### src/rtl/cfd_pkg.sv
package cfd_pkg;

    localparam int BYTE_W  = 8;
    localparam int WORD_W  = 2 * BYTE_W;
    localparam int ADDR_W  = 4;
    localparam int DATA_W  = 8;
    localparam int PRE_LEN = 5;

    localparam logic [BYTE_W-1:0] TERM_BYTE = 8'h7E;

    typedef enum logic [0:0] {
        ST_HUNT = 1'b0,
        ST_BODY = 1'b1
    } cfd_state_e;

    typedef struct packed {
        logic              ok;
        logic [ADDR_W-1:0] addr;
        logic [DATA_W-1:0] data;
    } cfd_cmd_t;

    // Opening sequence byte at a given position.
    function automatic logic [BYTE_W-1:0] pre_byte(input int idx);
        case (idx)
            0:       return 8'h40;
            1:       return 8'h4C;
            2:       return 8'h44;
            3:       return 8'h53;
            default: return 8'h7E;
        endcase
    endfunction

endpackage

### src/rtl/cfd_pre_match.sv
module cfd_pre_match
    import cfd_pkg::*;
#(
    parameter int LEN = PRE_LEN
) (
    input  logic              clk,
    input  logic              rst,
    input  logic              en,
    input  logic [BYTE_W-1:0] byte_in,
    output logic              hit
);
    localparam int IDX_W = (LEN > 1) ? $clog2(LEN) : 1;
    localparam logic [IDX_W-1:0] LAST_IDX = IDX_W'(LEN - 1);

    logic [IDX_W-1:0] idx_d, idx_q;

    always_comb begin
        idx_d = idx_q;
        hit   = 1'b0;
        if (en) begin
            if (byte_in == pre_byte(int'(idx_q))) begin
                if (idx_q == LAST_IDX) begin
                    hit   = 1'b1;
                    idx_d = '0;
                end else begin
                    idx_d = idx_q + 1'b1;
                end
            end else if (byte_in == pre_byte(0)) begin
                idx_d = IDX_W'(1);
            end else begin
                idx_d = '0;
            end
        end
    end

    always_ff @(posedge clk) begin
        if (rst) idx_q <= '0;
        else     idx_q <= idx_d;
    end

    AST_PRE_IDX_RANGE: assert property (@(posedge clk) disable iff (rst)
        int'(idx_q) < LEN) else $error("match index out of range");

    AST_PRE_IDLE_HOLD: assert property (@(posedge clk) disable iff (rst)
        !en |=> $stable(idx_q)) else $error("index moved without a byte");

endmodule

### src/rtl/cfd_word_unpack.sv
module cfd_word_unpack
    import cfd_pkg::*;
(
    input  logic [WORD_W-1:0] word,
    output cfd_cmd_t          cmd
);
    logic guard_lo_ok, guard_hi_ok;

    always_comb begin
        guard_lo_ok = (word[6]  == ~word[5]);
        guard_hi_ok = (word[14] == ~word[13]);
        cmd.ok      = guard_lo_ok && guard_hi_ok;
        cmd.addr    = word[11:8];
        cmd.data    = {word[13:12], word[5:0]};
    end

endmodule

### src/rtl/cmd_frame_decoder.sv
module cmd_frame_decoder
    import cfd_pkg::*;
(
    input  logic              clk,
    input  logic              rst,
    input  logic              in_valid,
    input  logic [BYTE_W-1:0] in_byte,
    output logic              wr_en,
    output logic [ADDR_W-1:0] wr_addr,
    output logic [DATA_W-1:0] wr_data,
    output logic              err
);
    typedef struct packed {
        cfd_state_e        state;
        logic              pend;
        logic [BYTE_W-1:0] hi;
        logic              wr_en;
        logic [ADDR_W-1:0] wr_addr;
        logic [DATA_W-1:0] wr_data;
        logic              err;
    } regs_t;

    localparam regs_t REGS_RST = '{
        state:   ST_HUNT,
        pend:    1'b0,
        hi:      '0,
        wr_en:   1'b0,
        wr_addr: '0,
        wr_data: '0,
        err:     1'b0
    };

    regs_t    r_d, r_q;
    logic     hunt_en;
    logic     pre_hit;
    logic     body_byte;
    cfd_cmd_t cmd;

    assign hunt_en   = in_valid && (r_q.state == ST_HUNT);
    assign body_byte = in_valid && (r_q.state == ST_BODY);

    cfd_pre_match #(.LEN(PRE_LEN)) u_pre (
        .clk     (clk),
        .rst     (rst),
        .en      (hunt_en),
        .byte_in (in_byte),
        .hit     (pre_hit)
    );

    cfd_word_unpack u_unpack (
        .word (({r_q.hi, in_byte})),
        .cmd  (cmd)
    );

    always_comb begin
        r_d       = r_q;
        r_d.wr_en = 1'b0;
        if (hunt_en && pre_hit) begin
            r_d.state = ST_BODY;
            r_d.pend  = 1'b0;
            r_d.err   = 1'b0;
        end
        if (body_byte) begin
            if (!r_q.pend) begin
                if (in_byte == TERM_BYTE) begin
                    r_d.state = ST_HUNT;
                end else begin
                    r_d.hi   = in_byte;
                    r_d.pend = 1'b1;
                end
            end else begin
                r_d.pend = 1'b0;
                if (cmd.ok) begin
                    r_d.wr_en   = 1'b1;
                    r_d.wr_addr = cmd.addr;
                    r_d.wr_data = cmd.data;
                end else begin
                    r_d.err = 1'b1;
                end
            end
        end
    end

    always_ff @(posedge clk) begin
        if (rst) r_q <= REGS_RST;
        else     r_q <= r_d;
    end

    assign wr_en   = r_q.wr_en;
    assign wr_addr = r_q.wr_addr;
    assign wr_data = r_q.wr_data;
    assign err     = r_q.err;

    AST_WR_SINGLE: assert property (@(posedge clk) disable iff (rst)
        wr_en |=> !wr_en) else $error("write strobe longer than one cycle");

    AST_WR_AFTER_LOW: assert property (@(posedge clk) disable iff (rst)
        wr_en |-> $past(body_byte && r_q.pend)) else $error("write without a low byte");

    AST_NO_WR_HUNT: assert property (@(posedge clk) disable iff (rst)
        (r_q.state == ST_HUNT) |=> !wr_en) else $error("write while searching");

    AST_ERR_STICKY: assert property (@(posedge clk) disable iff (rst)
        (err && !(hunt_en && pre_hit)) |=> err) else $error("error flag dropped early");

    AST_ERR_CLEAR: assert property (@(posedge clk) disable iff (rst)
        (hunt_en && pre_hit) |=> !err) else $error("error flag not cleared");

    AST_TERM_BOUNDARY: assert property (@(posedge clk) disable iff (rst)
        (body_byte && r_q.pend) |=> (r_q.state == ST_BODY)) else $error("frame closed mid-word");

    AST_BAD_SETS_ERR: assert property (@(posedge clk) disable iff (rst)
        (body_byte && r_q.pend && !cmd.ok) |=> (err && !wr_en)) else $error("bad word not flagged");

endmodule

### config.mk
export PLATFORM = sky130hd
export DESIGN_NAME = cmd_frame_decoder
export DESIGN_NICKNAME = d
export VERILOG_FILES = /design/src/rtl/cfd_pkg.sv /design/src/rtl/cfd_pre_match.sv /design/src/rtl/cfd_word_unpack.sv /design/src/rtl/cmd_frame_decoder.sv
export SDC_FILE = /design/constraint.sdc
export NUM_CORES = 1
export LEC_CHECK = 0
export ABC_AREA = 1
export ABC_CLOCK_PERIOD_IN_PS = 1300
export BUFFER_PORTS_ARGS = -buffer_cell sky130_fd_sc_hd__buf_2
export CORE_UTILIZATION = 49
export CTS_CLUSTER_DIAMETER = 200
export DETAILED_ROUTE_END_ITERATION = 10
export PLACE_DENSITY = 0.77
export SYNTH_ARGS = -nofsm -noshare
export SYNTH_HDL_FRONTEND = slang
export SYNTH_SLANG_ARGS = --single-unit
export TNS_END_PERCENT = 20
### constraint.sdc
create_clock -name clk -period 1.3 [get_ports clk]
set_input_delay 0.13 -clock clk [delete_from_list [all_inputs] [get_ports clk]]
set_output_delay 0.13 -clock clk [all_outputs]
set_load 0.01 [all_outputs]
* Yosys cells after proc, flatten, opt, wreduce, memory -nomap -nowiden
Cells that the tools add are included.
Storage, ports and cells: memories 0, latch bits 0, flip-flop bits (word level) 27, memory bits (writable) 0, logic and storage cells 51, ROM bits 0, input port bits 11, output and inout bits 14
Cells by class: divide/modulo/power cells 0, multipliers 0, shifts and indexed selects 0, equality and inequality tests 9, order comparisons 0, bitwise logic cells 6, reduce and logical (&&, ||, !) cells 8, add/subtract/negate cells 1, mux-type cells 19
Operator list (number):
- $mux 24 | 1
- $pmux 6 s4 | 1
- $eq 8x7->1 const B | 2
- $mux 8 | 2
- $mux 14 | 1
- $mux 13 | 1
- $mux 1 | 9
- $mux 9 | 1
- $eq 8x8->1 | 1
- $eq 3x2->1 const B | 2
- $mux 3 | 2
- $not 1->1 | 6
- $reduce_and 3->1 | 2
- $logic_and 1x1->1 | 4
- $add 3x1->3 const B | 1
- $eq 3x1->1 const B | 1
- $eq 3x3->1 const B | 1
- $logic_not 3->1 | 1
- $reduce_or 3->1 | 1
- $eq 1x1->1 | 2
- $mux 2 | 1

* Longest topological paths before layout
Gate-level depths: netlist of the first run.
depth after elaboration 11, gate-level depth with buffers 12, depth with buffers taken out 12

* By module
A second synthesis of the first run with hierarchy kept.
Unflattened totals: cell total of the unflattened synthesis 247, area, all modules 1701.6 um^2
By module, submodules not included:
- cmd_frame_decoder | area each 1111.1 um^2, sequential area each 480.5 um^2, cells each 148, instances 1
- cfd_pre_match | area each 459.2 um^2, sequential area each 60.1 um^2, cells each 76, instances 1
- cfd_word_unpack | area each 131.4 um^2, sequential area each 0.0 um^2, cells each 23, instances 1

* Worst setup path after synthesis of the first run
OpenSTA, ideal clock, no wires.
path type register to register, start register u_pre.idx_q[0], end register r_q[22] (netlist bit), setup slack -0.178 ns, stages on the path, launching flop included 11, library setup time 0.137 ns, arrival time 1.341 ns, path buffers 0, path through dfxtp_1 -> ha_1 -> ha_1 -> inv_1 -> nand2_1 -> nand2_1 -> nand3_1 -> nor2_1 -> nand4_1 -> nand2_1 -> a21oi_1
Between the ends: cells in the longest elaborated chain, start to end 11
Ends and longest elaborated chain:
- start, declared | line cfd_pre_match.sv:15 | logic [IDX_W-1:0] idx_d, idx_q;
- start signal, assigned | line cfd_pre_match.sv:38 | else idx_q <= idx_d;
- $eq 3x2->1, or another cell as far along | line cfd_pkg.sv:24 | case (idx)
- $pmux 6 s4 | line cfd_pkg.sv:24
- $mux 8 | line cfd_pre_match.sv:20 | if (en) begin
- $eq 8x8->1 | line cfd_pre_match.sv:21 | if (byte_in == pre_byte(int'(idx_q))) begin
- $mux 1 (*) | line cfd_pre_match.sv:21
- $mux 1 (*) | line cfd_pre_match.sv:20
- $logic_and 1x1->1 (*) | line cmd_frame_decoder.sv:58 | if (hunt_en && pre_hit) begin
- $mux 2 (*) | line cmd_frame_decoder.sv:58
- $mux 9 | line cmd_frame_decoder.sv:65 | if (in_byte == TERM_BYTE) begin
- $mux 1 | line cmd_frame_decoder.sv:64 | if (!r_q.pend) begin
- $mux 24 (*) | line cmd_frame_decoder.sv:63 | if (body_byte) begin
- end signal, assigned | line cmd_frame_decoder.sv:86 | else r_q <= r_d;
- end, declared | line cmd_frame_decoder.sv:33 | regs_t r_d, r_q;
Every way passes the cells marked *; elsewhere a longest branch is shown, timed or not. The select of a mux whose other input is x is not followed. A chain may end at the register's enable or synchronous reset.

* Final worst setup path of the first run
start register u_pre.idx_q[1], end register u_pre.idx_q[1]
Between the ends: cells in the longest elaborated chain, start to end 5
Ends and longest elaborated chain (line):
- $eq 3x2->1, or another cell as far along | cfd_pkg.sv:24
- $pmux 6 s4 | cfd_pkg.sv:24
- $mux 8 | cfd_pre_match.sv:20
- $eq 8x8->1 | cfd_pre_match.sv:21
- $mux 3 (*) | cfd_pre_match.sv:21
Marks and branches as above.

==> report_table.html, run 1 <==
<table>
<tr><th>Metric</th><th>Value</th></tr>
<tr><th colspan="2">Synthesis</th></tr>
<tr><td>Flop and latch count out of synthesis</td><td>26</td></tr>
<tr><td>Summed instance area of the synthesized netlist</td><td>1380 µm²</td></tr>
<tr><td>Count of distinct cell types in the synthesized netlist</td><td>25</td></tr>
<tr><td>Yosys top cell area share</td><td>between 30% and 40%</td></tr>
<tr><td>Post-synthesis cell count</td><td>approximately 180</td></tr>
<tr><td>Average instance area after synthesis</td><td>about 7.5 µm²</td></tr>
<tr><td>Synthesis warning total</td><td>0</td></tr>
<tr><td>Seq/Total Area, Yosys</td><td>~38%</td></tr>
<tr><td>Leading cell types by total area after synthesis</td><td>sky130_fd_sc_hd__dfxtp_1 38%, sky130_fd_sc_hd__nand2_1 13%, sky130_fd_sc_hd__a21oi_1 7.6%, sky130_fd_sc_hd__buf_4 7.1%, sky130_fd_sc_hd__ha_1 4.5%</td></tr>
<tr><td>Cell accounting for the most synthesized area</td><td>sky130_fd_sc_hd__dfxtp_1</td></tr>
<tr><td>Net count after synthesis</td><td>200</td></tr>
<tr><th colspan="2">Timing</th></tr>
<tr><td>Clock period minus final worst setup slack</td><td>roughly 1.6 ns</td></tr>
<tr><td>Maximum clock frequency</td><td>between 0.6 and 0.7 GHz</td></tr>
<tr><td>Slew at the pin with the worst max-slew slack</td><td>0.259 ns</td></tr>
<tr><td>Slew margin rel.</td><td>82.7%</td></tr>
<tr><td>Final critical-path share of the clock period</td><td>121%</td></tr>
<tr><td>Number of slew-limit violations in the final report</td><td>0</td></tr>
<tr><td>Hold slack</td><td>approximately 0.063 ns</td></tr>
<tr><td>Final setup violation count</td><td>6</td></tr>
<tr><td>Setup repair after global routing missed its margin</td><td>yes</td></tr>
<tr><td>Final sum of negative setup slack</td><td>-1.49 ns</td></tr>
<tr><td>Final Skew</td><td>around 0.0026 ns</td></tr>
<tr><td>Final Hold Viols</td><td>0</td></tr>
<tr><td>Minimum setup slack in the final design</td><td>-0.272 ns</td></tr>
<tr><th colspan="2">Placed design</th></tr>
<tr><td>Post-detailed-placement half-perimeter wirelength</td><td>about 2200 µm</td></tr>
<tr><td>Placed cell count</td><td>roughly 230</td></tr>
<tr><td>Placed inst area</td><td>roughly 1500 µm²</td></tr>
<tr><td>Pre-CTS setup slack</td><td>-0.262 ns</td></tr>
<tr><td>Global placement routability congestion</td><td>0.934</td></tr>
<tr><td>Total of buffers placed on input and output ports</td><td>24</td></tr>
<tr><th colspan="2">Run</th></tr>
<tr><td>Max-cap violations</td><td>0</td></tr>
<tr><th colspan="2">Route</th></tr>
<tr><td>Routed via count divided by cell count</td><td>5.15</td></tr>
<tr><td>First DRT Iteration DRCs</td><td>32</td></tr>
<tr><td>Detailed-routing iteration count for the pre-antenna-repair pass</td><td>4</td></tr>
<tr><td>DRC errors left</td><td>0</td></tr>
<tr><td>Routed wire length per instance</td><td>12.8 µm</td></tr>
<tr><td>Total wirelength of the detailed-routed design</td><td>3040 µm</td></tr>
<tr><td>Antenna-violating nets left</td><td>0</td></tr>
<tr><td>Vias after detailed routing</td><td>1226</td></tr>
<tr><th colspan="2">Cells and area</th></tr>
<tr><td>Number of standard cells in the final layout excluding fillers</td><td>238</td></tr>
<tr><td>Net count, final</td><td>between 200 and 250</td></tr>
<tr><td>Share of post-route cells with drive strength above 1</td><td>between 40% and 50%</td></tr>
<tr><td>Final antenna diode count</td><td>0</td></tr>
<tr><td>Fill cells</td><td>210</td></tr>
<tr><td>Layout Cell Area excl Fill</td><td>between 1500 and 2000 µm²</td></tr>
<tr><td>Sequential Area</td><td>about 540 µm²</td></tr>
<tr><td>Area added between synthesis and finish</td><td>23.6%</td></tr>
<tr><td>Area used by multi-input combinational logic</td><td>778 µm²</td></tr>
<tr><th colspan="2">GRT</th></tr>
<tr><td>Global-route congestion overflow total</td><td>0</td></tr>
<tr><td>Global routing usage summed across all routing layers</td><td>22.3%</td></tr>
<tr><td>Global-route wire length before repair</td><td>around 4800 µm</td></tr>
<tr><td>Antenna violations before repair</td><td>0</td></tr>
<tr><td>Number of global-route vias before repair</td><td>between 1000 and 1500</td></tr>
<tr><td>Maximum number of pins on one net before global-route repair</td><td>18</td></tr>
<tr><th colspan="2">Power and ir drop</th></tr>
<tr><td>Static Leak</td><td>between 0.7 and 0.8 nW</td></tr>
<tr><td>Worst vdd ir</td><td>slightly below 0.7 mV</td></tr>
<tr><td>Clock power share</td><td>about two fifths</td></tr>
<tr><td>Fraction of power consumed by combinational cells</td><td>just under 7%</td></tr>
<tr><td>Internal power contribution</td><td>about 1.1 mW</td></tr>
<tr><td>Switching share of total power</td><td>a little over a fifth</td></tr>
<tr><td>Flop pwr share</td><td>between 50% and 60%</td></tr>
<tr><td>Net switching component of the power</td><td>around 0.32 mW</td></tr>
<tr><td>Power per cell area</td><td>853 nW/µm²</td></tr>
<tr><th colspan="2">Setup path</th></tr>
<tr><td>Critical register-to-register path startpoint</td><td>u_pre.idx_q[1]</td></tr>
<tr><td>Register-to-register setup slack</td><td>-0.27 ns</td></tr>
<tr><td>Category of the critical setup timing path</td><td>reg2reg</td></tr>
<tr><td>Endpoint of the lowest-slack register-to-register path</td><td>u_pre.idx_q[1]</td></tr>
<tr><td>Worst Reg-to-Reg Cells</td><td>11</td></tr>
<tr><td>Critical path origin</td><td>u_pre.idx_q[1]</td></tr>
<tr><td>Setup crit start kind</td><td>register</td></tr>
<tr><td>Critical path destination</td><td>u_pre.idx_q[1]</td></tr>
<tr><td>Critical path data required time</td><td>between 1.5 and 2 ns</td></tr>
<tr><td>Worst Path Max Fanout</td><td>4</td></tr>
<tr><td>Crit path DAT</td><td>approximately 1.8 ns</td></tr>
<tr><td>Critical path endpoint category</td><td>register</td></tr>
<tr><th colspan="2">Die</th></tr>
<tr><td>Die width</td><td>~55 µm</td></tr>
<tr><td>Starting density of the core</td><td>53.6%</td></tr>
<tr><td>Std-Cell Core Area</td><td>between 2000 and 3000 µm²</td></tr>
<tr><td>Area of the die</td><td>around 3000 µm²</td></tr>
<tr><td>Die Span Y</td><td>~55 µm</td></tr>
<tr><td>Top-Level Pins</td><td>25</td></tr>
<tr><td>FP Rows</td><td>18</td></tr>
<tr><th colspan="2">Clocking</th></tr>
<tr><td>CTS clk-pin slew, worst paths</td><td>around 0.14 ns</td></tr>
<tr><td>Number of hold buffers added after CTS</td><td>0</td></tr>
<tr><td>CTS tree</td><td>yes</td></tr>
<tr><td>Maximum number of buffers from clock root to sink</td><td>2</td></tr>
<tr><td>Clock sinks</td><td>26</td></tr>
<tr><td>Inserted Clock Buffers</td><td>3</td></tr>
<tr><td>Buffer type at the clock tree root</td><td>sky130_fd_sc_hd__clkbuf_4</td></tr>
<tr><td>Total number of H-tree levels</td><td>1</td></tr>
<tr><td>Later-pin clock latency in the skew report</td><td>~0.33 ns</td></tr>
<tr><th colspan="2">Hold path</th></tr>
<tr><td>Hold Crit Class</td><td>in2reg</td></tr>
<tr><td>Launch point of the worst hold path</td><td>rst</td></tr>
<tr><th colspan="2">Status</th></tr>
<tr><td>Status</td><td>finished, violations left</td></tr>
<tr><td>Violated checks</td><td>negative setup slack</td></tr>
</table>
[worst min-delay path by stage]
stage	slack, ns	endpoint	cells past startpoint
finish	0.06	u_pre.idx_q[0]	2
detailed placement	0.42	u_pre.idx_q[1]	2
floorplan	0.27	wr_data[3]	2
CTS	0.07	u_pre.idx_q[1]	2
global route	0.07	u_pre.idx_q[0]	2
global placement	0.41	u_pre.idx_q[1]	2
[cells by family after synthesis]
family	Yosys count	share of synthesized area [%]
adder cells (fa/ha/maj)	5	4.55
buffers and inverters	34	14.4
AND/OR/NAND/NOR	84	27.6
XOR/XNOR	3	2.46
AO/OA/AOI/OAI	32	13.2
flip-flops	26	37.8
[layout make-up]
cell class | count | share of cell area (%)
clock inverter | 1 | 1.76
tap | 30 | 2.21
clock buffer | 3 | 1.32
sequential | 26 | 31.7
timing repair buffer | 36 | 12.6
inverter | 18 | 4.71
multi-input combinational | 124 | 45.7
[state kept, by name, indices dropped and copies added (netlist names)]
register,cells
err,1
u_pre.idx_q,3
wr_addr,4
wr_data,8
r_q,9
wr_en,1
[stage by stage]
step                utilization, %  power, mW
global placement              59.4      0.897
global route                  66.3       1.50
detailed placement            59.4      0.899
CTS                           63.6       1.45
floorplan                        -      0.863
finish                        66.3       1.45
[worst max-delay path: stages (launching register included)]
cell and delay (ns):
sky130_fd_sc_hd__dfxtp_4 0.39, sky130_fd_sc_hd__ha_4 0.16, sky130_fd_sc_hd__ha_4 0.17, sky130_fd_sc_hd__inv_2 0.06, sky130_fd_sc_hd__nand2_2 0.06, sky130_fd_sc_hd__nand2_1 0.07, sky130_fd_sc_hd__nand3_2 0.08, sky130_fd_sc_hd__nor2_4 0.14
sky130_fd_sc_hd__nand2_2 0.09, sky130_fd_sc_hd__inv_2 0.06, sky130_fd_sc_hd__nand3b_1 0.08, sky130_fd_sc_hd__a21oi_2 0.14
[metal layers]
layer	vias up	GRT usage (%)	wire, µm
li1	625	-	-
met1	549	27.1	1250
met2	46	39.6	1570
met3	6	2.73	173
met4	0	8.75	46
met5	-	0	0
[cells in the mapped netlist]
| cell | n |
|---|---|
| sky130_fd_sc_hd__a21oi_1 | 21 |
| sky130_fd_sc_hd__a21oi_2 | 5 |
| sky130_fd_sc_hd__buf_12 | 1 |
| sky130_fd_sc_hd__buf_4 | 13 |
| sky130_fd_sc_hd__clkbuf_1 | 2 |
| sky130_fd_sc_hd__dfxtp_1 | 26 |
| sky130_fd_sc_hd__ha_1 | 5 |
| sky130_fd_sc_hd__inv_1 | 16 |
| sky130_fd_sc_hd__inv_2 | 1 |
| sky130_fd_sc_hd__inv_6 | 1 |
| sky130_fd_sc_hd__nand2_1 | 49 |
| sky130_fd_sc_hd__nand2_2 | 5 |
| sky130_fd_sc_hd__nand3_1 | 12 |
| sky130_fd_sc_hd__nand3_4 | 1 |
| sky130_fd_sc_hd__nand3b_1 | 1 |
| sky130_fd_sc_hd__nand4_1 | 2 |
| sky130_fd_sc_hd__nand4_2 | 1 |
| sky130_fd_sc_hd__nor2_1 | 10 |
| sky130_fd_sc_hd__nor2_2 | 2 |
| sky130_fd_sc_hd__nor3_1 | 1 |
| sky130_fd_sc_hd__o21ai_0 | 5 |
| sky130_fd_sc_hd__o31ai_1 | 1 |
| sky130_fd_sc_hd__xnor2_1 | 1 |
| sky130_fd_sc_hd__xor2_1 | 1 |
| sky130_fd_sc_hd__xor2_2 | 1 |
[cells in the final DEF (no fill, tap or decap)]
| master | synthesis | routed |
|---|---|---|
| sky130_fd_sc_hd__xor2_4 | 0 | 1 |
| sky130_fd_sc_hd__nand4_1 | 2 | 2 |
| sky130_fd_sc_hd__ha_1 | 5 | 1 |
| sky130_fd_sc_hd__inv_1 | 16 | 13 |
| sky130_fd_sc_hd__buf_2 | 0 | 24 |
| sky130_fd_sc_hd__bufinv_16 | 0 | 1 |
| sky130_fd_sc_hd__clkinv_8 | 0 | 1 |
| sky130_fd_sc_hd__nor2_1 | 10 | 6 |
| sky130_fd_sc_hd__clkbuf_4 | 0 | 3 |
| sky130_fd_sc_hd__o21ai_1 | 0 | 1 |
| sky130_fd_sc_hd__xnor2_2 | 0 | 1 |
| sky130_fd_sc_hd__nand4_2 | 1 | 1 |
| sky130_fd_sc_hd__nor2_4 | 0 | 4 |
| sky130_fd_sc_hd__o31ai_1 | 1 | 1 |
| sky130_fd_sc_hd__nor2_2 | 2 | 2 |
| sky130_fd_sc_hd__nand2_2 | 5 | 10 |
| sky130_fd_sc_hd__nand3b_1 | 1 | 1 |
| sky130_fd_sc_hd__nand3_1 | 12 | 10 |
| sky130_fd_sc_hd__a21oi_2 | 5 | 8 |
| sky130_fd_sc_hd__dfxtp_4 | 0 | 4 |
| sky130_fd_sc_hd__nor3_1 | 1 | 1 |
| sky130_fd_sc_hd__ha_4 | 0 | 2 |
| sky130_fd_sc_hd__buf_6 | 0 | 1 |
| sky130_fd_sc_hd__buf_4 | 13 | 11 |
| sky130_fd_sc_hd__inv_2 | 1 | 4 |
| sky130_fd_sc_hd__nand3_2 | 0 | 2 |
| sky130_fd_sc_hd__a21oi_1 | 21 | 18 |
| sky130_fd_sc_hd__dfxtp_1 | 26 | 19 |
| sky130_fd_sc_hd__nand2_1 | 49 | 44 |
| sky130_fd_sc_hd__dfxtp_2 | 0 | 3 |
| sky130_fd_sc_hd__ha_2 | 0 | 2 |
| sky130_fd_sc_hd__o21ai_0 | 5 | 4 |
| sky130_fd_sc_hd__nand3_4 | 1 | 1 |
| sky130_fd_sc_hd__xor2_2 | 1 | 1 |
[power groups by stage]
stage | Clock [mW] | Combinational, mW | Sequential [mW]
after floorplan | 0 | 0.0487 | 0.814
after global placement | 0 | 0.0828 | 0.814
after detailed placement | 0 | 0.0849 | 0.815
after CTS | 0.562 | 0.0911 | 0.793
after global routing | 0.602 | 0.108 | 0.789
final | 0.564 | 0.0982 | 0.789
[timing repair]
| action | CTS | global route |
|---|---|---|
| resized for setup | 17 | 19 |
| pin swaps | 12 | 6 |
| endpoints found under the hold margin | 0 | 0 |
| setup endpoints to repair | 12 | 18 |
| buffers inserted | 1 | 0 |
(Power assumes the default switching activity.)
==> inputs of run 2 (changes only) <==
--- a/config.mk
+++ b/config.mk
@@ -15,4 +15,4 @@
 export SYNTH_ARGS = -nofsm -noshare
 export SYNTH_HDL_FRONTEND = slang
 export SYNTH_SLANG_ARGS = --single-unit
-export TNS_END_PERCENT = 20
+export TNS_END_PERCENT = 30
==> run 2 against run 1 <==
  * The run still ends with negative setup slack left
  * Via count rose by 0.49%
  * Final area decreased by 0.37%
  * Clock-buffer cell count is the same
  * Sequential share of layout area up 0.12 points
  * Worst hold slack better by 0.0071 ns
  * Clock skew fell by 0.00082 ns
  * Routed wire length fell by 4.3%
  * Critical endpoint unchanged
  * Largest cell class unchanged
==> report_table.html, run 2 (synthesized netlist as in run 1, its figures left out) <==
<table>
<tr><th>Metric</th><th>Value</th></tr>
<tr><th colspan="2">Timing</th></tr>
<tr><td>Slew margin rel.</td><td>82.8% (+0.095 points)</td></tr>
<tr><td>Clock period minus final worst setup slack</td><td>1.56 ns (-0.0104 ns)</td></tr>
<tr><td>Hold slack</td><td>0.0697 ns (+0.00713 ns)</td></tr>
<tr><td>Final critical-path share of the clock period</td><td>120% (-0.80 points)</td></tr>
<tr><td>Final Skew</td><td>0.00182 ns (-0.000824 ns)</td></tr>
<tr><td>Setup repair after global routing missed its margin</td><td>yes</td></tr>
<tr><td>Maximum clock frequency</td><td>0.641 GHz (+0.67%)</td></tr>
<tr><td>Final Hold Viols</td><td>0 (unchanged)</td></tr>
<tr><td>Slew at the pin with the worst max-slew slack</td><td>0.258 ns (-0.00142 ns)</td></tr>
<tr><td>Number of slew-limit violations in the final report</td><td>0 (unchanged)</td></tr>
<tr><td>Minimum setup slack in the final design</td><td>-0.261 ns (+0.0104 ns)</td></tr>
<tr><td>Final setup violation count</td><td>6 (unchanged)</td></tr>
<tr><td>Final sum of negative setup slack</td><td>-1.40 ns (+0.0904 ns)</td></tr>
<tr><th colspan="2">Power and ir drop</th></tr>
<tr><td>Static Leak</td><td>0.727 nW (-0.17%)</td></tr>
<tr><td>Power per cell area</td><td>851 nW/µm² (-0.21%)</td></tr>
<tr><td>Clock power share</td><td>38.6% (-0.3 points)</td></tr>
<tr><td>Internal power contribution</td><td>1.13 mW (-0.11%)</td></tr>
<tr><td>Fraction of power consumed by combinational cells</td><td>6.7% (about the same)</td></tr>
<tr><td>Net switching component of the power</td><td>0.311 mW (-2.2%)</td></tr>
<tr><td>Flop pwr share</td><td>54.7% (+0.3 points)</td></tr>
<tr><td>Final Total Pwr</td><td>1.44 mW (-0.58%)</td></tr>
<tr><td>Worst vdd ir</td><td>0.613 mV (-12%)</td></tr>
<tr><td>Switching share of total power</td><td>21.6% (-0.36 points)</td></tr>
<tr><th colspan="2">Placed design</th></tr>
<tr><td>Placed cell count</td><td>233 (unchanged)</td></tr>
<tr><td>Post-detailed-placement half-perimeter wirelength</td><td>2180 µm (unchanged)</td></tr>
<tr><td>Global placement routability congestion</td><td>0.934 (unchanged)</td></tr>
<tr><td>Total of buffers placed on input and output ports</td><td>24 (unchanged)</td></tr>
<tr><th colspan="2">GRT</th></tr>
<tr><td>Maximum number of pins on one net before global-route repair</td><td>18 (unchanged)</td></tr>
<tr><td>Met2 Track Usage GR</td><td>39.6% (unchanged)</td></tr>
<tr><td>Number of global-route vias before repair</td><td>1174 (-1.0%)</td></tr>
<tr><td>Met1 usage in global routing</td><td>27.6% (+0.50 points)</td></tr>
<tr><td>Most used routing layer</td><td>met2</td></tr>
<tr><td>Global Route met3 Usage</td><td>2.73% (unchanged)</td></tr>
<tr><td>Antenna violations before repair</td><td>0 (unchanged)</td></tr>
<tr><td>Global routing usage summed across all routing layers</td><td>22.5% (+0.17 points)</td></tr>
<tr><td>Global-route wire length before repair</td><td>4860 µm (+0.43%)</td></tr>
<tr><td>Global-route congestion overflow total</td><td>0 (unchanged)</td></tr>
<tr><th colspan="2">Status</th></tr>
<tr><td>Status</td><td>finished, violations left</td></tr>
<tr><td>Violated checks</td><td>negative setup slack</td></tr>
<tr><th colspan="2">Route</th></tr>
<tr><td>Routed wire length per instance</td><td>12.2 µm (-4.3%)</td></tr>
<tr><td>Detailed-routing iteration count for the pre-antenna-repair pass</td><td>4 (unchanged)</td></tr>
<tr><td>Antenna-violating nets left</td><td>0 (unchanged)</td></tr>
<tr><td>Total wirelength of the detailed-routed design</td><td>2910 µm (-4.3%)</td></tr>
<tr><td>First DRT Iteration DRCs</td><td>34 (+6.3%)</td></tr>
<tr><td>Vias after detailed routing</td><td>1232 (+0.49%)</td></tr>
<tr><td>DRC errors left</td><td>0 (unchanged)</td></tr>
<tr><td>Routed via count divided by cell count</td><td>5.18 (+0.49%)</td></tr>
<tr><th colspan="2">Setup path</th></tr>
<tr><td>Setup crit start kind</td><td>register</td></tr>
<tr><td>Slowest cell on the critical path</td><td>sky130_fd_sc_hd__dfxtp_4</td></tr>
<tr><td>Worst Path Max Fanout</td><td>4 (unchanged)</td></tr>
<tr><td>Worst path cell trace</td><td>ha_4 -&gt; ha_4 -&gt; inv_2 -&gt; nand2_1 -&gt; nand2_1 -&gt; nand3_2 -&gt; nor2_4 -&gt; nand2_2 -&gt; inv_2 -&gt; nand3b_1 -&gt; a21oi_2</td></tr>
<tr><td>Delay of the slowest cell on the worst path</td><td>0.39 ns (about the same)</td></tr>
<tr><td>Critical path endpoint category</td><td>register</td></tr>
<tr><td>Category of the critical setup timing path</td><td>reg2reg</td></tr>
<tr><td>Critical path data required time</td><td>1.56 ns (about the same)</td></tr>
<tr><td>Crit path DAT</td><td>1.82 ns (-0.02 ns)</td></tr>
<tr><th colspan="2">Cells and area</th></tr>
<tr><td>Most flops, register</td><td>r_q</td></tr>
<tr><td>Number of standard cells in the final layout excluding fillers</td><td>238 (unchanged)</td></tr>
<tr><td>Fraction of the core area covered by cells at the end of the flow</td><td>66.0% (-0.24 points)</td></tr>
<tr><td>Final antenna diode count</td><td>0 (unchanged)</td></tr>
<tr><td>Net count, final</td><td>225 (unchanged)</td></tr>
<tr><td>Share of post-route cells with drive strength above 1</td><td>41.8% (unchanged)</td></tr>
<tr><td>Commonest cells after routing, fill and taps aside</td><td>45 x sky130_fd_sc_hd__nand2_1, 24 x sky130_fd_sc_hd__buf_2, 19 x sky130_fd_sc_hd__dfxtp_1, 18 x sky130_fd_sc_hd__a21oi_1</td></tr>
<tr><td>Most common library cell in the layout ignoring fill and taps</td><td>sky130_fd_sc_hd__nand2_1</td></tr>
<tr><td>Max reg flops</td><td>9 (unchanged)</td></tr>
<tr><td>Fill cells</td><td>207 (-1.4%)</td></tr>
<tr><td>Area added between synthesis and finish</td><td>23.2%</td></tr>
<tr><th colspan="2">Clocking</th></tr>
<tr><td>Later-pin clock latency in the skew report</td><td>0.32 ns (about the same)</td></tr>
<tr><td>Number of hold buffers added after CTS</td><td>0 (unchanged)</td></tr>
<tr><td>Total number of H-tree levels</td><td>1 (unchanged)</td></tr>
<tr><td>Clock sinks</td><td>26 (unchanged)</td></tr>
<tr><td>CTS clk-pin slew, worst paths</td><td>0.14 ns (about the same)</td></tr>
<tr><td>Buffer type at the clock tree root</td><td>sky130_fd_sc_hd__clkbuf_4</td></tr>
<tr><td>Maximum number of buffers from clock root to sink</td><td>2 (unchanged)</td></tr>
<tr><td>Inserted Clock Buffers</td><td>3 (unchanged)</td></tr>
<tr><td>CTS tree</td><td>yes</td></tr>
<tr><th colspan="2">Hold path</th></tr>
<tr><td>Hold Crit Class</td><td>in2reg</td></tr>
<tr><th colspan="2">Run</th></tr>
<tr><td>Max-cap violations</td><td>0 (unchanged)</td></tr>
<tr><th colspan="2">Die</th></tr>
<tr><td>FP Rows</td><td>18 (unchanged)</td></tr>
<tr><td>Starting density of the core</td><td>53.6% (unchanged)</td></tr>
<tr><td>Top-Level Pins</td><td>25 (unchanged)</td></tr>
<tr><td>Die Span Y</td><td>55 µm (unchanged)</td></tr>
<tr><td>Area of the die</td><td>3030 µm² (unchanged)</td></tr>
<tr><td>Std-Cell Core Area</td><td>2570 µm² (unchanged)</td></tr>
<tr><td>Die width</td><td>55 µm (unchanged)</td></tr>
</table>
-- run 2: cell counts in the layout (fill, tap and decap cells not counted) --
Identical to the previous run, type by type.
-- run 2: critical path: cells and delay by family (launching register included) --
kind / cells / cell delay, ns
AND/OR/NAND/NOR: 6 / 0.52
flip-flops: 1 / 0.39
adder cells (fa/ha/maj): 2 / 0.33
AO/OA/AOI/OAI: 1 / 0.15
buffers and inverters: 2 / 0.12
-- run 2: worst paths after layout --
check                                    start        endpoint  slack (ns)  cells past startpoint
worst max-delay path            u_pre.idx_q[1]  u_pre.idx_q[1]       -0.26                     11
worst max register to register  u_pre.idx_q[1]  u_pre.idx_q[1]       -0.26                     11
worst min-delay path                       rst  u_pre.idx_q[0]        0.07                      2
worst min register to register      wr_data[3]      wr_data[3]        0.47                      2
-- run 2: repair_timing --
item                                   in CTS  in global routing
gates resized for setup                    20                 15
setup endpoints to repair                  12                 18
buffers inserted                            1                  0
endpoints found under the hold margin       0                  0
pin swaps                                  13                  7
cloned                                      0                  0
-- run 2: layout make-up --
cell class	count	area, µm²	area share [%]
clock buffer	3	22.5	1.33
sequential	26	539	31.8
tap	30	37.5	2.21
inverter	18	80.1	4.72
timing repair buffer	36	210	12.4
clock inverter	1	30.0	1.77
multi-input combinational	124	776	45.8
-- run 2: layer usage --
metal | routed length [µm] | vias to the layer above | part of all wire [%]
met5 | 0 | - | 0
met2 | 1470 | 49 | 51
met3 | 186 | 4 | 6.4
li1 | - | 625 | -
met4 | 31 | 0 | 1.1
met1 | 1220 | 554 | 42
-- run 2: power groups by stage --
stage	sequential (mW)	clock [mW]	combinational, mW
final	0.789	0.557	0.0963
after global routing	0.789	0.593	0.106
after CTS	0.793	0.562	0.0915
after detailed placement	0.815	0	0.0849
after global placement	0.814	0	0.0828
after floorplan	0.814	0	0.0487
-- run 2: per-stage QoR --
stage               area, µm²  setup slack, ns
floorplan                1410           -0.101
global placement         1530           -0.193
detailed placement       1530           -0.262
CTS                      1640           -0.251
global route             1700           -0.333
finish                   1700           -0.261
==> inputs of run 3 (changes only) <==
--- a/config.mk
+++ b/config.mk
@@ -11,6 +11,7 @@
 export CORE_UTILIZATION = 49
 export CTS_CLUSTER_DIAMETER = 200
 export DETAILED_ROUTE_END_ITERATION = 10
+export MAX_ROUTING_LAYER = met4
 export PLACE_DENSITY = 0.77
 export SYNTH_ARGS = -nofsm -noshare
 export SYNTH_HDL_FRONTEND = slang
==> run 3 against run 2 <==
  * Critical path depth unchanged
  * The flow still finishes with violations (negative setup slack)
  * Sequential cell count did not move
  * Final area down 1.8%
  * Sequential power up 0.5%
  * Global-route usage increased by 1.1 points
  * Highest routed layer unchanged
  * Worst hold slack worse by 0.0087 ns
  * Clock-buffer cell count unchanged
  * Utilization is 1.2 points lower
  * Combinational power is 0.8% lower
==> report_table.html, run 3 (synthesized netlist as in run 1, its figures left out) <==
<table>
<tr><th>Metric</th><th>Value</th></tr>
<tr><th colspan="2">Status</th></tr>
<tr><td>Status</td><td>finished, violations left</td></tr>
<tr><td>Violated checks</td><td>negative setup slack</td></tr>
<tr><th colspan="2">Cells and area</th></tr>
<tr><td>Number of standard cells in the final layout excluding fillers</td><td>237 (-0.42%)</td></tr>
<tr><td>Commonest cells after routing, fill and taps aside</td><td>45 x sky130_fd_sc_hd__nand2_1, 24 x sky130_fd_sc_hd__buf_2, 20 x sky130_fd_sc_hd__a21oi_1, 20 x sky130_fd_sc_hd__dfxtp_1, 12 x sky130_fd_sc_hd__inv_1</td></tr>
<tr><td>Max reg flops</td><td>9 (unchanged)</td></tr>
<tr><td>Layout Cell Area excl Fill</td><td>1670 µm² (-1.8%)</td></tr>
<tr><td>Final antenna diode count</td><td>0 (unchanged)</td></tr>
<tr><td>Area added between synthesis and finish</td><td>21.0%</td></tr>
<tr><td>Net count, final</td><td>224 (-0.44%)</td></tr>
<tr><td>Most flops, register</td><td>r_q</td></tr>
<tr><td>Share of post-route cells with drive strength above 1</td><td>39.6% (-2.2 points)</td></tr>
<tr><td>Fraction of the core area covered by cells at the end of the flow</td><td>64.9% (-1.2 points)</td></tr>
<tr><td>Most common library cell in the layout ignoring fill and taps</td><td>sky130_fd_sc_hd__nand2_1</td></tr>
<tr><th colspan="2">Clocking</th></tr>
<tr><td>Total number of H-tree levels</td><td>1 (unchanged)</td></tr>
<tr><td>Maximum number of buffers from clock root to sink</td><td>2 (unchanged)</td></tr>
<tr><td>Post-CTS Setup Repair Bufs</td><td>0 (-1)</td></tr>
<tr><td>CTS tree</td><td>yes</td></tr>
<tr><td>Clock sinks</td><td>26 (unchanged)</td></tr>
<tr><td>Buffer type at the clock tree root</td><td>sky130_fd_sc_hd__clkbuf_4</td></tr>
<tr><td>CTS clk-pin slew, worst paths</td><td>0.15 ns (about the same)</td></tr>
<tr><td>Later-pin clock latency in the skew report</td><td>0.33 ns (about the same)</td></tr>
<tr><td>Number of hold buffers added after CTS</td><td>0 (unchanged)</td></tr>
<tr><td>Inserted Clock Buffers</td><td>3 (unchanged)</td></tr>
<tr><th colspan="2">Power and ir drop</th></tr>
<tr><td>Internal power contribution</td><td>1.13 mW (+0.27%)</td></tr>
<tr><td>Clock power share</td><td>39.1% (+0.5 points)</td></tr>
<tr><td>Switching share of total power</td><td>22.2% (+0.63 points)</td></tr>
<tr><td>Final Total Pwr</td><td>1.46 mW (+1.1%)</td></tr>
<tr><td>Fraction of power consumed by combinational cells</td><td>6.6% (about the same)</td></tr>
<tr><td>Power per cell area</td><td>875 nW/µm² (+2.9%)</td></tr>
<tr><td>Flop pwr share</td><td>54.4% (-0.3 points)</td></tr>
<tr><td>Static Leak</td><td>0.715 nW (-1.7%)</td></tr>
<tr><td>Net switching component of the power</td><td>0.323 mW (+4.0%)</td></tr>
<tr><td>Worst vdd ir</td><td>0.736 mV (+20%)</td></tr>
<tr><th colspan="2">Timing</th></tr>
<tr><td>Final critical-path share of the clock period</td><td>121% (+1.1 points)</td></tr>
<tr><td>Final setup violation count</td><td>6 (unchanged)</td></tr>
<tr><td>Final Hold Viols</td><td>0 (unchanged)</td></tr>
<tr><td>Maximum clock frequency</td><td>0.635 GHz (-0.88%)</td></tr>
<tr><td>Final Skew</td><td>0.00683 ns (+0.00500 ns)</td></tr>
<tr><td>Minimum setup slack in the final design</td><td>-0.275 ns (-0.0138 ns)</td></tr>
<tr><td>Slew at the pin with the worst max-slew slack</td><td>0.290 ns (+0.0323 ns)</td></tr>
<tr><td>Clock period minus final worst setup slack</td><td>1.58 ns (+0.0138 ns)</td></tr>
<tr><td>Setup repair after global routing missed its margin</td><td>yes</td></tr>
<tr><td>Slew margin rel.</td><td>80.5% (-2.3 points)</td></tr>
<tr><td>Number of slew-limit violations in the final report</td><td>0 (unchanged)</td></tr>
<tr><th colspan="2">Route</th></tr>
<tr><td>Total wirelength of the detailed-routed design</td><td>3140 µm (+7.8%)</td></tr>
<tr><td>Detailed-routing iteration count for the pre-antenna-repair pass</td><td>4 (unchanged)</td></tr>
<tr><td>Antenna-violating nets left</td><td>0 (unchanged)</td></tr>
<tr><td>Routed via count divided by cell count</td><td>5.35 (+3.3%)</td></tr>
<tr><td>Routed wire length per instance</td><td>13.2 µm (+8.3%)</td></tr>
<tr><td>DRC errors left</td><td>0 (unchanged)</td></tr>
<tr><td>Vias after detailed routing</td><td>1267 (+2.8%)</td></tr>
<tr><td>First DRT Iteration DRCs</td><td>23 (-32%)</td></tr>
<tr><th colspan="2">Die</th></tr>
<tr><td>Starting density of the core</td><td>53.6% (unchanged)</td></tr>
<tr><td>Die width</td><td>55 µm (unchanged)</td></tr>
<tr><td>Die Span Y</td><td>55 µm (unchanged)</td></tr>
<tr><td>Area of the die</td><td>3030 µm² (unchanged)</td></tr>
<tr><td>Std-Cell Core Area</td><td>2570 µm² (unchanged)</td></tr>
<tr><td>FP Rows</td><td>18 (unchanged)</td></tr>
<tr><td>Top-Level Pins</td><td>25 (unchanged)</td></tr>
<tr><th colspan="2">Setup path</th></tr>
<tr><td>Critical path destination</td><td>u_pre.idx_q[2]</td></tr>
<tr><td>Slowest cell on the critical path</td><td>sky130_fd_sc_hd__dfxtp_4</td></tr>
<tr><td>Logic depth of the worst path, buffers included</td><td>11 (unchanged)</td></tr>
<tr><td>Worst path cell trace</td><td>ha_4 -&gt; ha_4 -&gt; nor2_4 -&gt; nand2_1 -&gt; nand2_1 -&gt; nand2_2 -&gt; nor2_4 -&gt; nand2_2 -&gt; inv_2 -&gt; nand3_2 -&gt; a21oi_2</td></tr>
<tr><td>Critical path origin</td><td>u_pre.idx_q[0]</td></tr>
<tr><td>Category of the critical setup timing path</td><td>reg2reg</td></tr>
<tr><td>Critical path endpoint category</td><td>register</td></tr>
<tr><td>Setup crit start kind</td><td>register</td></tr>
<tr><td>Critical path data required time</td><td>1.57 ns (about the same)</td></tr>
<tr><td>Worst path top cell family by delay</td><td>simple AND/OR/NAND/NOR gates</td></tr>
<tr><td>Worst Reg-to-Reg Cells</td><td>11 (unchanged)</td></tr>
<tr><td>Crit path DAT</td><td>1.85 ns (+0.03 ns)</td></tr>
<tr><td>Endpoint of the lowest-slack register-to-register path</td><td>u_pre.idx_q[2]</td></tr>
<tr><td>Worst Path Max Fanout</td><td>4 (unchanged)</td></tr>
<tr><td>Bufs and invs on worst path</td><td>1 (-1)</td></tr>
<tr><td>Register-to-register setup slack</td><td>-0.28 ns (about the same)</td></tr>
<tr><td>Delay of the slowest cell on the worst path</td><td>0.40 ns (about the same)</td></tr>
<tr><td>Critical register-to-register path startpoint</td><td>u_pre.idx_q[0]</td></tr>
<tr><th colspan="2">Placed design</th></tr>
<tr><td>Total of buffers placed on input and output ports</td><td>24 (unchanged)</td></tr>
<tr><td>Global placement routability congestion</td><td>0.891 (-4.6%)</td></tr>
<tr><td>Placed inst area</td><td>1530 µm² (unchanged)</td></tr>
<tr><td>Pre-CTS setup slack</td><td>-0.260 ns (+0.00210 ns)</td></tr>
<tr><td>Post-detailed-placement half-perimeter wirelength</td><td>2250 µm (+3.0%)</td></tr>
<tr><td>Placed cell count</td><td>233 (unchanged)</td></tr>
<tr><th colspan="2">GRT</th></tr>
<tr><td>Antenna violations before repair</td><td>0 (unchanged)</td></tr>
<tr><td>Number of global-route vias before repair</td><td>1187 (+1.1%)</td></tr>
<tr><td>Maximum number of pins on one net before global-route repair</td><td>18 (unchanged)</td></tr>
<tr><td>Global-route congestion overflow total</td><td>0 (unchanged)</td></tr>
<tr><td>Global-route wire length before repair</td><td>4870 µm (+0.29%)</td></tr>
<tr><td>Global routing usage summed across all routing layers</td><td>23.6% (+1.1 points)</td></tr>
<tr><th colspan="2">Hold path</th></tr>
<tr><td>Hold Crit Class</td><td>in2reg</td></tr>
<tr><th colspan="2">Run</th></tr>
<tr><td>Max-cap violations</td><td>0 (unchanged)</td></tr>
</table>
-- run 3: worst min-delay path by stage --
stage               start             end  slack [ns]  cells past startpoint
2_1_floorplan  in_byte[3]      wr_data[3]        0.27                      2
3_3_place_gp          rst  u_pre.idx_q[1]        0.41                      2
3_5_place_dp          rst  u_pre.idx_q[0]        0.42                      2
4_1_cts               rst  u_pre.idx_q[2]        0.04                      2
5_1_grt        in_byte[3]      wr_data[3]        0.07                      3
6_report              rst         r_q[22]        0.06                      2
-- run 3: worst reg2reg max path: cells and delay by family, from the launching register on --
family                   cells  cell delay (ns)
AND/OR/NAND/NOR              7             0.59
flip-flops                   1             0.40
adder cells (fa/ha/maj)      2             0.34
AO/OA/AOI/OAI                1             0.13
buffers and inverters        1             0.07
-- run 3: metrics by stage --
stage	hold WS [ns]	TNS [ns]
5_1_grt	0.0722	-2.43
3_5_place_dp	0.423	-1.33
6_report	0.0610	-1.56
4_1_cts	0.0434	-1.42
3_3_place_gp	0.410	-1.12
2_1_floorplan	0.273	-0.445
-- run 3: cell type report --
| cell class | count | area [µm²] |
|---|---|---|
| clock buffers | 3 | 22.5 |
| clock inverters | 1 | 30.0 |
| fillers | 225 | 902 |
| inverters | 18 | 80.1 |
| multi-input cells | 124 | 759 |
| flip-flops and latches | 26 | 533 |
| well taps | 30 | 37.5 |
| repair buffers | 35 | 203 |
-- run 3: power by group through the flow --
stage / Combinational [mW] / Clock, mW / Sequential (mW)
floorplan: 0.0487 / 0 / 0.814
global placement: 0.0836 / 0 / 0.814
detailed placement: 0.0865 / 0 / 0.814
CTS: 0.0877 / 0.581 / 0.795
global route: 0.104 / 0.605 / 0.794
finish: 0.0955 / 0.569 / 0.793
-- run 3: what timing repair did --
item                                    CTS  global route
resized for setup                         8            20
endpoints found under the setup margin   12            20
pin swaps                                 7            14
-- run 3: layer usage --
layer | global-route usage [%] | share of wire, % | vias up | wire length (µm)
met4 | 14.2 | 3.4 | 0 | 108
li1 | - | - | 622 | -
met2 | 41.2 | 49 | 48 | 1550
met1 | 25.0 | 42 | 583 | 1300
met3 | 3.55 | 5.6 | 14 | 175
met5 | - | 0 | - | 0
